## src/rtl/rob_pkg.sv

```systemverilog
package rob_pkg;
   typedef enum logic [1:0] {
      KIND_REG    = 2'd0,
      KIND_STORE  = 2'd1,
      KIND_BRANCH = 2'd2
   } rob_kind_e;
endpackage

```

## src/rtl/rob_ptr_ctrl.sv

```systemverilog
module rob_ptr_ctrl #(
   parameter  int DEPTH = 8,
   localparam int TAG_W = $clog2(DEPTH),
   localparam int CNT_W = $clog2(DEPTH + 1)
) (
   input  logic             clk,
   input  logic             rst_n,
   input  logic             alloc_fire,
   input  logic             commit_fire,
   input  logic             flush,
   output logic [TAG_W-1:0] head,
   output logic [TAG_W-1:0] tail,
   output logic [CNT_W-1:0] count
);
   // Head, tail and occupancy; depth is a power of two so pointers wrap naturally
   always_ff @(posedge clk) begin
      if (!rst_n) begin
         head  <= '0;
         tail  <= '0;
         count <= '0;
      end else if (flush) begin
         // the flushing entry retires; everything behind it is dropped
         head  <= head + 1'b1;
         tail  <= head + 1'b1;
         count <= '0;
      end else begin
         head  <= head + TAG_W'(commit_fire);
         tail  <= tail + TAG_W'(alloc_fire);
         count <= count + CNT_W'(alloc_fire) - CNT_W'(commit_fire);
      end
   end
endmodule

```

## src/rtl/rob_entry_store.sv

```systemverilog
module rob_entry_store
   import rob_pkg::*;
#(
   parameter  int DEPTH  = 8,
   parameter  int DATA_W = 32,
   parameter  int DEST_W = 5,
   localparam int TAG_W  = $clog2(DEPTH)
) (
   input  logic              clk,
   input  logic              rst_n,
   input  logic              alloc_fire,
   input  logic [TAG_W-1:0]  alloc_idx,
   input  rob_kind_e         alloc_kind,
   input  logic [DEST_W-1:0] alloc_dest,
   input  logic              cmp_valid,
   input  logic [TAG_W-1:0]  cmp_idx,
   input  logic [DATA_W-1:0] cmp_value,
   input  logic              cmp_misp,
   input  logic              cmp_exc,
   input  logic              retire,
   input  logic              flush,
   input  logic [TAG_W-1:0]  head_idx,
   output logic              head_valid,
   output logic              head_ready,
   output rob_kind_e         head_kind,
   output logic [DEST_W-1:0] head_dest,
   output logic [DATA_W-1:0] head_value,
   output logic              head_misp,
   output logic              head_exc
);
   logic [DEPTH-1:0]  live_vec;
   logic [DEPTH-1:0]  done_vec;
   logic [DEPTH-1:0]  misp_vec;
   logic [DEPTH-1:0]  exc_vec;
   logic [1:0]        kind_arr [DEPTH];
   logic [DEST_W-1:0] dest_arr [DEPTH];
   logic [DATA_W-1:0] val_arr  [DEPTH];

   for (genvar g = 0; g < DEPTH; g++) begin : g_slot
      logic              live_q, done_q, misp_q, exc_q;
      logic [1:0]        kind_q;
      logic [DEST_W-1:0] dest_q;
      logic [DATA_W-1:0] val_q;
      logic              hit_alloc, hit_cmp, hit_ret;

      assign hit_alloc = alloc_fire && (alloc_idx == TAG_W'(g));
      assign hit_cmp   = cmp_valid && live_q && (cmp_idx == TAG_W'(g));
      assign hit_ret   = retire && (head_idx == TAG_W'(g));

      always_ff @(posedge clk) begin
         if (!rst_n) begin
            live_q <= 1'b0;
            done_q <= 1'b0;
            misp_q <= 1'b0;
            exc_q  <= 1'b0;
            kind_q <= '0;
            dest_q <= '0;
            val_q  <= '0;
         end else begin
            if (flush)          live_q <= 1'b0;
            else if (hit_alloc) live_q <= 1'b1;
            else if (hit_ret)   live_q <= 1'b0;

            if (hit_alloc) begin
               kind_q <= alloc_kind;
               dest_q <= alloc_dest;
               done_q <= 1'b0;
               misp_q <= 1'b0;
               exc_q  <= 1'b0;
            end else if (hit_cmp) begin
               val_q  <= cmp_value;
               done_q <= 1'b1;
               misp_q <= cmp_misp;
               exc_q  <= cmp_exc;
            end
         end
      end

      assign live_vec[g] = live_q;
      assign done_vec[g] = done_q;
      assign misp_vec[g] = misp_q;
      assign exc_vec[g]  = exc_q;
      assign kind_arr[g] = kind_q;
      assign dest_arr[g] = dest_q;
      assign val_arr[g]  = val_q;
   end

   assign head_valid = live_vec[head_idx];
   assign head_ready = done_vec[head_idx];
   assign head_misp  = misp_vec[head_idx];
   assign head_exc   = exc_vec[head_idx];
   assign head_kind  = rob_kind_e'(kind_arr[head_idx]);
   assign head_dest  = dest_arr[head_idx];
   assign head_value = val_arr[head_idx];
endmodule

```

## src/rtl/rob_commit_unit.sv

```systemverilog
module rob_commit_unit
   import rob_pkg::*;
(
   input  logic      head_valid,
   input  logic      head_ready,
   input  rob_kind_e head_kind,
   input  logic      head_misp,
   input  logic      head_exc,
   output logic      commit_fire,
   output logic      flush,
   output logic      rf_we,
   output logic      mem_we,
   output logic      redirect_valid,
   output logic      trap_valid
);
   logic clean;

   always_comb begin
      commit_fire    = head_valid && head_ready;
      clean          = commit_fire && !head_exc;
      trap_valid     = commit_fire && head_exc;
      rf_we          = clean && (head_kind == KIND_REG);
      mem_we         = clean && (head_kind == KIND_STORE);
      redirect_valid = clean && (head_kind == KIND_BRANCH) && head_misp;
      flush          = trap_valid || redirect_valid;
   end
endmodule

```

## src/rtl/rob_top.sv

```systemverilog
module rob_top
   import rob_pkg::*;
#(
   parameter  int DEPTH  = 8,
   parameter  int DATA_W = 32,
   parameter  int DEST_W = 5,
   localparam int TAG_W  = $clog2(DEPTH),
   localparam int CNT_W  = $clog2(DEPTH + 1)
) (
   input  logic              clk,
   input  logic              rst_n,
   input  logic              alloc_valid,
   input  logic [1:0]        alloc_kind,
   input  logic [DEST_W-1:0] alloc_dest,
   output logic [TAG_W-1:0]  alloc_tag,
   output logic              full,
   input  logic              cmp_valid,
   input  logic [TAG_W-1:0]  cmp_tag,
   input  logic [DATA_W-1:0] cmp_value,
   input  logic              cmp_mispredict,
   input  logic              cmp_except,
   output logic              commit_valid,
   output logic [TAG_W-1:0]  commit_tag,
   output logic              rf_we,
   output logic [DEST_W-1:0] rf_addr,
   output logic [DATA_W-1:0] rf_data,
   output logic              mem_we,
   output logic [DEST_W-1:0] mem_slot,
   output logic [DATA_W-1:0] mem_data,
   output logic              redirect_valid,
   output logic [DATA_W-1:0] redirect_pc,
   output logic              trap_valid
);
   if (DEPTH < 2 || (DEPTH & (DEPTH - 1)) != 0) begin : g_bad_depth
      $error("rob_top: DEPTH must be a power of two of at least 2");
   end
   if (DATA_W < 1 || DEST_W < 1) begin : g_bad_width
      $error("rob_top: DATA_W and DEST_W must be positive");
   end

   logic [TAG_W-1:0]  head, tail;
   logic [CNT_W-1:0]  count;
   logic              alloc_fire, commit_fire, flush;
   logic              head_valid, head_ready, head_misp, head_exc;
   rob_kind_e         head_kind;
   logic [DEST_W-1:0] head_dest;
   logic [DATA_W-1:0] head_value;

   assign full       = (count == CNT_W'(DEPTH));
   assign alloc_fire = alloc_valid && !full && !flush;
   assign alloc_tag  = tail;

   rob_ptr_ctrl #(.DEPTH(DEPTH)) u_ptr (
      .clk         (clk),
      .rst_n       (rst_n),
      .alloc_fire  (alloc_fire),
      .commit_fire (commit_fire),
      .flush       (flush),
      .head        (head),
      .tail        (tail),
      .count       (count)
   );

   rob_entry_store #(.DEPTH(DEPTH), .DATA_W(DATA_W), .DEST_W(DEST_W)) u_store (
      .clk        (clk),
      .rst_n      (rst_n),
      .alloc_fire (alloc_fire),
      .alloc_idx  (tail),
      .alloc_kind (rob_kind_e'(alloc_kind)),
      .alloc_dest (alloc_dest),
      .cmp_valid  (cmp_valid),
      .cmp_idx    (cmp_tag),
      .cmp_value  (cmp_value),
      .cmp_misp   (cmp_mispredict),
      .cmp_exc    (cmp_except),
      .retire     (commit_fire),
      .flush      (flush),
      .head_idx   (head),
      .head_valid (head_valid),
      .head_ready (head_ready),
      .head_kind  (head_kind),
      .head_dest  (head_dest),
      .head_value (head_value),
      .head_misp  (head_misp),
      .head_exc   (head_exc)
   );

   rob_commit_unit u_commit (
      .head_valid     (head_valid),
      .head_ready     (head_ready),
      .head_kind      (head_kind),
      .head_misp      (head_misp),
      .head_exc       (head_exc),
      .commit_fire    (commit_fire),
      .flush          (flush),
      .rf_we          (rf_we),
      .mem_we         (mem_we),
      .redirect_valid (redirect_valid),
      .trap_valid     (trap_valid)
   );

   assign commit_valid = commit_fire;
   assign commit_tag   = head;
   assign rf_addr      = head_dest;
   assign rf_data      = head_value;
   assign mem_slot     = head_dest;
   assign mem_data     = head_value;
   assign redirect_pc  = head_value;
endmodule

```

## config.mk

```make
export PLATFORM = sky130hd
export DESIGN_NAME = rob_top
export DESIGN_NICKNAME = d
export VERILOG_FILES = /design/src/rtl/rob_pkg.sv /design/src/rtl/rob_ptr_ctrl.sv /design/src/rtl/rob_entry_store.sv /design/src/rtl/rob_commit_unit.sv /design/src/rtl/rob_top.sv
export SDC_FILE = /design/constraint.sdc
export NUM_CORES = 1
export LEC_CHECK = 0
export BUFFER_PORTS_ARGS = -buffer_cell sky130_fd_sc_hd__buf_2
export CAP_MARGIN = 0
export CELL_PAD_IN_SITES_DETAIL_PLACEMENT = 1
export CELL_PAD_IN_SITES_GLOBAL_PLACEMENT = 2
export CORE_ASPECT_RATIO = 2
export CORE_MARGIN = 2
export CORE_UTILIZATION = 38
export DETAILED_ROUTE_END_ITERATION = 7
export GPL_ROUTABILITY_DRIVEN = 0
export PLACE_DENSITY = 0.9
export SYNTH_ARGS = -nofsm -noshare
export SYNTH_HDL_FRONTEND = slang
export SYNTH_SLANG_ARGS = --single-unit
```

## constraint.sdc

```tcl
create_clock -name clk -period 4 [get_ports clk]
set_clock_uncertainty 0.2 [all_clocks]
set_input_delay 0.6 -clock clk [delete_from_list [all_inputs] [get_ports clk]]
set_output_delay 0.6 -clock clk [all_outputs]
set_load 0.01 [all_outputs]
```

==> reports/results.tsv <==
stage	metric	value	unit
run_status	status	finished clean	
yosys	Netlist cell types	39	
floorplan	Core Box Area	43100	µm²
placed_design	post-DP HPWL	27.8	mm
floorplan	Horiz. Die Dim	151	µm
setup_path	Critical Path End Type	output port	
yosys	Commonest cells post-synth	nand2_1, dfxtp_1, mux2i_1	
setup_path	WS Path Type	register to output port	
routing	wire per inst	19.7	µm
timing	measured slew at the worst slew-check pin	0.794	ns
timing	final setup fails	0	
min_path	hold crit path type	input pin to register	
yosys	synth top area cells	dfxtp_1, mux2i_1, mux4_2	
yosys	syn nets	1722	
yosys	cell count after synthesis	1658	
clock_network	clk_lat worst skew	0.52	ns
routing	drt first pass iters	5	
clock_network	CTS Sinks	354	
setup_path	worst-path maximum fanout	30	
setup_path	R2R Path End	u_store.g_slot[1].dest_q[3]$_SDFFE_PN0P_	
setup_path	Reg-to-Reg Start	u_ptr.head[0]$_SDFF_PN0_	
clock_network	Root Driver	clkbuf_16	
floorplan	die area	45300	µm²
setup_path	Startpoint Class	register	
routing	DRT antenna net count	0	
clock_network	CTS buffer count	35	
min_path	Worst Min Path Start	alloc_dest[1]	
layout	P&R area growth vs syn	11.5	%
yosys	Yosys top cell by area	dfxtp_1	
yosys	Post-synth top flop	dfxtp_1	
timing	Fin Setup TNS	0	ns
clock_network	CTS tree	done	
setup_path	r2r setup slk	0.55	ns
pwr	PwrDens	408	nW/µm²
yosys	asr flop ratio synth	0	
min_path	hold-critical path depth	3	
setup_path	Crit path required time	3.20	ns
routing	drt total wl	44.8	mm
yosys	top-area cell type share of the netlist area	0.429	
timing	Final Max Slew Viols	0	
layout	final net count	1765	
setup_path	worst r2r path cells	7	
yosys	register area share after synthesis	0.429	
grt	largest net degree at the start of global routing	90	
routing	Initial DRC Count	545	
grt	busiest grt layer	met2	
setup_path	Crit path largest cell delay	0.66	ns
routing	vias per inst	5.34	
yosys	synthesized cell area	16500	µm²
grt	M3 GR Usage	0.0215	
placed_design	pre-CTS WS	0.544	ns
floorplan	Rows	108	
clock_network	CTS Hold Bufs	0	
floorplan	DIE HEIGHT	299	µm
yosys	Post-synth EDFFs	0	
layout	layout cells sized above 1	0.210	
placed_design	Port Buffer Count	165	
flow_run	maxcap violations	0	
grt	first-pass GRT wire length	71.6	mm
yosys	Yosys warnings	0	
pwr	peak supply drop	0.340	mV
clock_network	H-tree depth	2	
setup_path	Critical Path AT	2.94	ns
min_path	Hold EP	u_store.g_slot[3].dest_q[1]$_SDFFE_PN0P_	
clock_network	Post-CTS Resized	0	
floorplan	Initial Util	0.383	
yosys	most frequent cell after synthesis	nand2_1	
timing	Slew HR	0.471	
floorplan	I/O pins	166	
routing	vias	12100	
yosys	#FFs+latches synth	354	
pwr	Leak	6.77	nW
clock_network	clock buffer depth	3	
timing	Fmax	267	MHz
layout	antenna cells	0	
setup_path	CP max-delay cell	dfxtp_4	
grt	initial antenna violation count	1	
routing	DR DRC count	0	
timing	period utilisation layout	0.936	
grt	number of global-route vias before repair	12900	
timing	Final Hold Viols	0	
timing	min cycle time layout	3.74	ns
timing	final worst slack	0.258	ns
setup_path	Cell Chain, Critical Path	mux4_2 -> mux2i_1 -> nand3_1 -> nor3_1 -> buf_2	
clock_network	Worst-path clk slew	0.06	ns
grt	Total Routing Usage GR	0.201	
yosys	Syn Area/Cell	9.97	µm²
grt	met1 GRT Util	0.259	
timing	RSZ-0062 raised after global routing	no	
clock_network	post-CTS setup buffer count	0	
grt	GR Layer Usage met2	0.356	
grt	total gr overflow	0	
==> final cells by class <==
cell class,count,area (µm²)
fillers,4868,24700
multi-input cells,1087,8240
flip-flops and latches,354,7100
repair buffers,203,1230
clock buffers,48,965
well taps,550,688
clock inverters,11,135
inverters,20,75.1
==> sequential cells by signal (all words and copies together) (netlist names) <==
| name | flops |
|---|---|
| u_store.g_slot.val_q | 256 |
| u_store.g_slot.dest_q | 40 |
| u_store.g_slot.kind_q | 16 |
| u_store.g_slot.done_q | 8 |
| u_store.g_slot.exc_q | 8 |
| u_store.g_slot.live_q | 8 |
| u_store.g_slot.misp_q | 8 |
| u_ptr.count | 4 |
| u_ptr.head | 3 |
| u_ptr.tail | 3 |
==> power by group <==
group	switching [mW]	total [mW]	internal [mW]	leakage, nW
registers	0.0343	3.61	3.57	2.86
clock network	1.41	3.29	1.88	0.546
logic	0.429	0.619	0.190	3.37
total	1.87	7.52	5.65	6.77
==> cells in the final DEF (no fill, tap or decap), drive strengths merged, types with 3 or more instances in the layout <==
cell type / count
and2: 4
a21boi: 57
clkbuf: 48
mux2i: 278
mux4: 83
a211oi: 4
a21oi: 26
nand2: 421
bufinv: 3
clkinv: 6
nand3: 68
o21ai: 69
nor2b: 7
nor2: 26
a21bo: 6
dfxtp: 354
inv: 22
ha: 15
buf: 203
==> critical path: cells and delay by family (launching register included) <==
kind	cells	cell delay (ns)
simple gates	2	0.61
buf+inv	1	0.22
mux	2	0.91
flops	1	0.66
==> metal layers <==
metal  up-vias  share of wire
met5         -              0
met4         0          0.019
met3        57          0.038
met2       261           0.51
met1      6110           0.43
li1       5708              -
==> worst max path at each step <==
stage | from | depth (start not counted) | to | slack (ns)
2_1_floorplan | u_ptr.head[0]$_SDFF_PN0_ | 8 | redirect_pc[26] | 0.43
3_3_place_gp | u_ptr.head[0]$_SDFF_PN0_ | 7 | u_store.g_slot[7].dest_q[4]$_SDFFE_PN0P_ | 0.64
3_5_place_dp | u_ptr.head[0]$_SDFF_PN0_ | 7 | u_store.g_slot[1].dest_q[3]$_SDFFE_PN0P_ | 0.54
4_1_cts | u_ptr.head[0]$_SDFF_PN0_ | 5 | redirect_valid | 0.17
5_1_grt | u_ptr.head[0]$_SDFF_PN0_ | 5 | redirect_valid | 0.05
6_report | u_ptr.head[0]$_SDFF_PN0_ | 5 | redirect_valid | 0.26
==> through the flow <==
stage | std cells | power (mW) | hold slack, ns | util | instance area (µm²)
2_1_floorplan | 1658 | 4.08 | 0.226 | - | 16500
3_3_place_gp | 2214 | 4.30 | 0.238 | 0.402 | 17300
3_5_place_dp | 2214 | 4.31 | 0.247 | 0.402 | 17300
4_1_cts | 2273 | 7.60 | 0.188 | 0.428 | 18400
5_1_grt | 2273 | 7.80 | 0.222 | 0.428 | 18400
6_report | 2273 | 7.52 | 0.206 | 0.428 | 18400
==> kinds of logic after synthesis <==
| group | Yosys count | share of synthesized area |
|---|---|---|
| buffers and inverters | 217 | 0.0764 |
| XOR/XNOR | 4 | 0.00212 |
| AND/OR/NAND/NOR | 534 | 0.129 |
| flip-flops | 354 | 0.429 |
| AO/OA/AOI/OAI | 170 | 0.0681 |
| multiplexers | 363 | 0.283 |
| adder cells (fa/ha/maj) | 16 | 0.0126 |
(Power assumes the default switching activity.)
